## src/rtl/fbd_pkg.sv

```systemverilog
package fbd_pkg;
    localparam int INT_W  = 14;
    localparam int FRAC_W = 3;
    localparam int N_W    = INT_W + 1;
    localparam int N_MIN  = 2;
    localparam int N_MAX  = 1 << INT_W;

    typedef struct packed {
        logic [N_W-1:0]    n;
        logic [FRAC_W-1:0] k;
    } div_cfg_t;

    function automatic div_cfg_t decode_cfg(logic [INT_W-1:0] f, logic [FRAC_W-1:0] k);
        div_cfg_t c;
        if (f == '0)
            c.n = N_W'(N_MAX);
        else if (N_W'(f) < N_W'(N_MIN))
            c.n = N_W'(N_MIN);
        else
            c.n = N_W'(f);
        c.k = k;
        return c;
    endfunction
endpackage

```

## src/rtl/fbd_cfg_stage.sv

```systemverilog
module fbd_cfg_stage
    import fbd_pkg::*;
(
    input  logic              clk,
    input  logic              rst,
    input  logic              load,
    input  logic              tick,
    input  logic [INT_W-1:0]  div_int,
    input  logic [FRAC_W-1:0] div_frac,
    output div_cfg_t          cfg_act,
    output div_cfg_t          cfg_next
);
    div_cfg_t in_cfg, pend;
    logic     pend_v;

    assign in_cfg = decode_cfg(div_int, div_frac);

    always_comb begin
        if (load)
            cfg_next = in_cfg;
        else if (pend_v)
            cfg_next = pend;
        else
            cfg_next = cfg_act;
    end

    always_ff @(posedge clk) begin
        if (rst) begin
            cfg_act <= in_cfg;
            pend    <= in_cfg;
            pend_v  <= 1'b0;
        end else if (tick) begin
            cfg_act <= cfg_next;
            pend_v  <= 1'b0;
        end else if (load) begin
            pend    <= in_cfg;
            pend_v  <= 1'b1;
        end
    end
endmodule

```

## src/rtl/fbd_phase_acc.sv

```systemverilog
module fbd_phase_acc
    import fbd_pkg::*;
(
    input  logic              clk,
    input  logic              rst,
    input  logic              tick,
    input  logic [FRAC_W-1:0] k_next,
    output logic              stretch
);
    logic [FRAC_W-1:0] phase;
    logic [FRAC_W:0]   sum;

    assign sum = {1'b0, phase} + {1'b0, k_next};

    always_ff @(posedge clk) begin
        if (rst) begin
            phase   <= '0;
            stretch <= 1'b0;
        end else if (tick) begin
            phase   <= sum[FRAC_W-1:0];
            stretch <= sum[FRAC_W];
        end
    end
endmodule

```

## src/rtl/fbd_period_cnt.sv

```systemverilog
module fbd_period_cnt
    import fbd_pkg::*;
(
    input  logic           clk,
    input  logic           rst,
    input  logic [N_W-1:0] n_act,
    input  logic           stretch,
    output logic           tick
);
    logic [N_W-1:0] cnt;
    logic [N_W-1:0] last;

    assign last = n_act + N_W'(stretch) - N_W'(1);
    assign tick = !rst && (cnt == last);

    always_ff @(posedge clk) begin
        if (rst || tick)
            cnt <= '0;
        else
            cnt <= cnt + N_W'(1);
    end
endmodule

```

## src/rtl/frac_baud_div.sv

```systemverilog
module frac_baud_div
    import fbd_pkg::*;
(
    input  logic              clk,
    input  logic              rst,
    input  logic [INT_W-1:0]  div_int,
    input  logic [FRAC_W-1:0] div_frac,
    input  logic              load,
    output logic              tick
);
    div_cfg_t       cfg_act, cfg_next;
    logic           stretch;
    logic [N_W-1:0] act_n;

    assign act_n = cfg_act.n;

    fbd_cfg_stage u_cfg (
        .clk      (clk),
        .rst      (rst),
        .load     (load),
        .tick     (tick),
        .div_int  (div_int),
        .div_frac (div_frac),
        .cfg_act  (cfg_act),
        .cfg_next (cfg_next)
    );

    fbd_phase_acc u_acc (
        .clk     (clk),
        .rst     (rst),
        .tick    (tick),
        .k_next  (cfg_next.k),
        .stretch (stretch)
    );

    fbd_period_cnt u_cnt (
        .clk     (clk),
        .rst     (rst),
        .n_act   (act_n),
        .stretch (stretch),
        .tick    (tick)
    );
endmodule

```

## config.mk

```make
export PLATFORM = sky130hd
export DESIGN_NAME = frac_baud_div
export DESIGN_NICKNAME = d
export VERILOG_FILES = /design/src/rtl/fbd_pkg.sv /design/src/rtl/fbd_cfg_stage.sv /design/src/rtl/fbd_phase_acc.sv /design/src/rtl/fbd_period_cnt.sv /design/src/rtl/frac_baud_div.sv
export SDC_FILE = /design/constraint.sdc
export NUM_CORES = 1
export LEC_CHECK = 0
export BUFFER_PORTS_ARGS = -buffer_cell sky130_fd_sc_hd__buf_2
export CORE_ASPECT_RATIO = 1.25
export CORE_MARGIN = 1.5
export CORE_UTILIZATION = 40
export CTS_CLUSTER_DIAMETER = 60
export DETAILED_ROUTE_END_ITERATION = 16
export PLACE_DENSITY = 0.66
export SYNTH_ARGS = -nofsm -noshare
export SYNTH_HDL_FRONTEND = slang
export SYNTH_SLANG_ARGS = --single-unit
```

## constraint.sdc

```tcl
create_clock -name clk -period 9.9 [get_ports clk]
set_input_delay 1.98 -clock clk [delete_from_list [all_inputs] [get_ports clk]]
set_output_delay 1.98 -clock clk [all_outputs]
set_load 0.03 [all_outputs]
```

==> metrics.md <==
| Metric | Value |
|---|---|
| Outcome | finished clean |
| Core region area | 7400 um2 |
| Top cells by area, synth | edfxtp_1, dfxtp_1, nand2_1 |
| Adder-cell area share of the yosys netlist | under 10% |
| Crit-path cells | inv_1, ha_1, ha_1, nor3b_1, nand4b_1, mux2i_1, nor4b_1, nand2_1, nor3_1, buf_2 |
| Setup crit end kind | output port |
| Mux cell area share after synthesis | 4.89% |
| Die Width | 81.4 um |
| Top cell by count, worst path | ha_1 |
| Number of synthesized flops with an enable pin | 36 |
| Post-Layout Cell Count | approximately 400 |
| Initial core utilization | 41.5% |
| Seq/Total Area, Yosys | 48.2% |
| Fin. Hold Viols | 0 |
| Nets | approximately 340 |
| Skew final | 0.0118 ns |
| PostCTS Resize Cnt | 0 |
| #FFs+latches synth | 56 |
| Vias per std cell | 5.40 |
| CP Launch Type | flip-flop |
| Tot GR Track Use | 16.0% |
| Root Buffer | clkbuf_8 |
| Largest family of logic cells by synthesized area | simple AND/OR/NAND/NOR gates |
| LEAKAGE | 1.19 nW |
| Post-Place Cells | a little under 400 |
| Overall Power | 0.000466 W |
| Final core utilization | between 40% and 50% |
| FFs w/ async S/R, synth | 0% |
| Cell Pwr Density | 142 nW/um2 |
| Clock sink total | 56 |
| Top-area cell type share of the netlist area | a little over a third |
| Setup_tns | 0 ns |
| Die area | 8220 um2 |
| Crit path max fanout | 4 |
| Clock slew at reported path FFs | 0.09 ns |
| First-pass GRT wire length | 9970 um |
| Mapped Cells | 309 |
| Area grow syn2layout | 6.76% |
| DRT antenna net count | 0 |
| Worst Hold Margin | 0.467 ns |
| Drt initial violations | 163 |
| DP HPWL | 4490 um |
| Slowest cell on crit path | nor4b_1 |
| RSZ-0062 raised after global routing | false |
| Max Slew Vio Count | 0 |
| Top_reg_cell synth | edfxtp_1 |
| I/O pins | 21 |
| Max-Cap Viols | 0 |
| Initial antenna violation count | 0 |
| Detailed-route wire length per cell | 14.8 um |
| Post-route clock period utilization | 50.5% |
| Die outline height | a little over 100 um |
| # Post-CTS Setup Buffers | 0 |
| Complex-gate fraction of the synthesized area | 9.08% |
| TritonCTS buffer count | 5 |
| DRT Pass-1 Iters | 4 |
| CTS Hold Bufs | 0 |
| Crit-path max cell delay | 0.59 ns |
| Buffers on Ports | 20 |
| Vias in the first global route | 2,148 |
| Data required, critical path | 7.92 ns |
| CTS tree | built |
| CTS HTree Levels | 2 |
| Final wirelength | between 5000 and 6000 um |
| WS Path Type | flip-flop to output port |
| DR DRC count | 0 |
| Post-Syn Area | 3070 um2 |
| Min Tclk post-route | 5.00 ns |
| Clock Tree Buf Depth | 2 |
| Post-synthesis xor/xnor area fraction | 9.41% |
| Hold Crit Class | flip-flop to flip-flop |
| Worst-case headroom to the max-slew limit | 34.5% |
| VDD IR-drop max | 0.000125 V |
| Netlist cell types | 50 |
| Critical Path AT | 3.02 ns |
| Vias post-DR | 2,175 |
| Fraction of layout cells with a size suffix above 1 | between 10% and 20% |
| Synth Warn # | 0 |
| Avg Cell Area, Syn | approximately 9.9 um2 |
| Clock insertion delay at the later pin of the skew report | ~0.31 ns |
| # rows | 35 |
| Largest area contributor in the synthesized netlist | edfxtp_1 |
| Worst Max-Slew Pin Slew | 0.979 ns |
| Peak Freq | 200 MHz |
| ANT cells | 0 |
| Synthesized net count | around 340 |
| Routability cong. | 0.917 |
| Grt total ovfl | 0 |
| Largest net degree at the start of global routing | 35 |
| Setup violators final | 0 |
| Simple-Gate Fraction of Synth Area | 20.0% |
[power breakdown]
group          switching [W]  leakage (nW)  internal (W)
logic              0.0000284         0.610     0.0000219
registers          0.0000109         0.523      0.000264
clock network      0.0000715        0.0603     0.0000693
total               0.000111          1.19      0.000355
[per-stage QoR]
| step | instance area, um2 | setup slack [ns] |
|---|---|---|
| finish | 3280 | 4.90 |
| global route | 3280 | 4.62 |
| CTS | 3280 | 4.83 |
| detailed placement | 3170 | 5.20 |
| global placement | 3170 | 5.20 |
| floorplan | 3070 | 5.04 |
[worst max-delay path, delay by kind of cell, from the launching register on]
| kind | cells | cell delay, ns |
|---|---|---|
| DFF | 1 | 0.37 |
| buffers and inverters | 2 | 0.29 |
| adders and majority gates | 2 | 0.40 |
| and+or+nand+nor | 5 | 1.51 |
| muxes | 1 | 0.16 |
[placed cells by master, fill, tap and decap left out, types with 2 or more instances in the layout]
cell,instances
or4_1,2
inv_1,11
nand2_1,42
nor2_1,12
dfxtp_1,20
nor3b_1,2
nand4_1,5
mux2_2,8
edfxtp_1,36
or3_1,2
nand2b_1,2
nand3_1,9
mux2i_1,6
a21oi_1,7
a41oi_1,2
and3_1,3
ha_1,6
xor2_1,18
o21ai_0,17
buf_2,20
clkbuf_8,6
a211oi_1,2
nor4b_1,3
xnor2_1,15
nor4_1,6
nor3_1,22
a21o_1,2
[Yosys cell counts (2+ instances only)]
| cell | n |
|---|---|
| ha_1 | 6 |
| inv_1 | 11 |
| mux2i_1 | 6 |
| nand3_1 | 9 |
| a21oi_1 | 7 |
| a211oi_1 | 2 |
| or4_1 | 2 |
| nor2_1 | 12 |
| xor2_1 | 18 |
| mux2_2 | 8 |
| nand2b_1 | 2 |
| and3_1 | 3 |
| nor3_1 | 22 |
| edfxtp_1 | 36 |
| o21ai_0 | 18 |
| nor4_1 | 6 |
| clkbuf_1 | 23 |
| nor4b_1 | 3 |
| buf_6 | 2 |
| a21o_1 | 2 |
| nor3b_1 | 2 |
| nand2_1 | 42 |
| nand4_1 | 5 |
| dfxtp_1 | 20 |
| a41oi_1 | 2 |
| xnor2_1 | 15 |
| or3_1 | 2 |
[state kept, by name, summed over array words and instances, names as in the netlist]
register and count:
u_cfg.cfg_act 18, u_cfg.pend 18, u_cnt.cnt 15, u_acc.phase 3
u_acc.stretch 1, u_cfg.pend_v 1
[routing by layer]
metal / up-vias / global-route usage (%) / share of wire (%)
met4: 0 / 6.50 / 2.2
met5: - / 0 / 0
met1: 1012 / 18.6 / 42
met3: 12 / 2.44 / 3.0
met2: 58 / 28.8 / 52
li1: 1093 / - / -
[path summary, 6_finish.rpt]
path	from	endpoint	slack, ns	depth (start not counted)
hold reg to reg	u_acc.phase[2]	u_acc.phase[2]	0.47	2
setup / recovery	u_cfg.cfg_act[3]	tick	4.90	10
setup reg to reg	u_cfg.cfg_act[3]	u_cfg.cfg_act[10]	5.83	9
hold / removal	u_acc.phase[2]	u_acc.phase[2]	0.47	2
[layout make-up]
class	instances	area, um2
clock buffer	6	82.6
clock inverter	2	23.8
fill	719	4120
inverter	11	41.3
multi-input combinational	215	1430
sequential	56	1480
tap	92	115
timing repair buffer	21	108
[kinds of logic after synthesis]
logic type      after synthesis
simple gates                120
flops                        56
compound gates               41
buf+inv                      38
xor+xnor                     33
mux                          14
fa+ha+maj                     7
No activity file was read; power rests on OpenSTA's default activity.
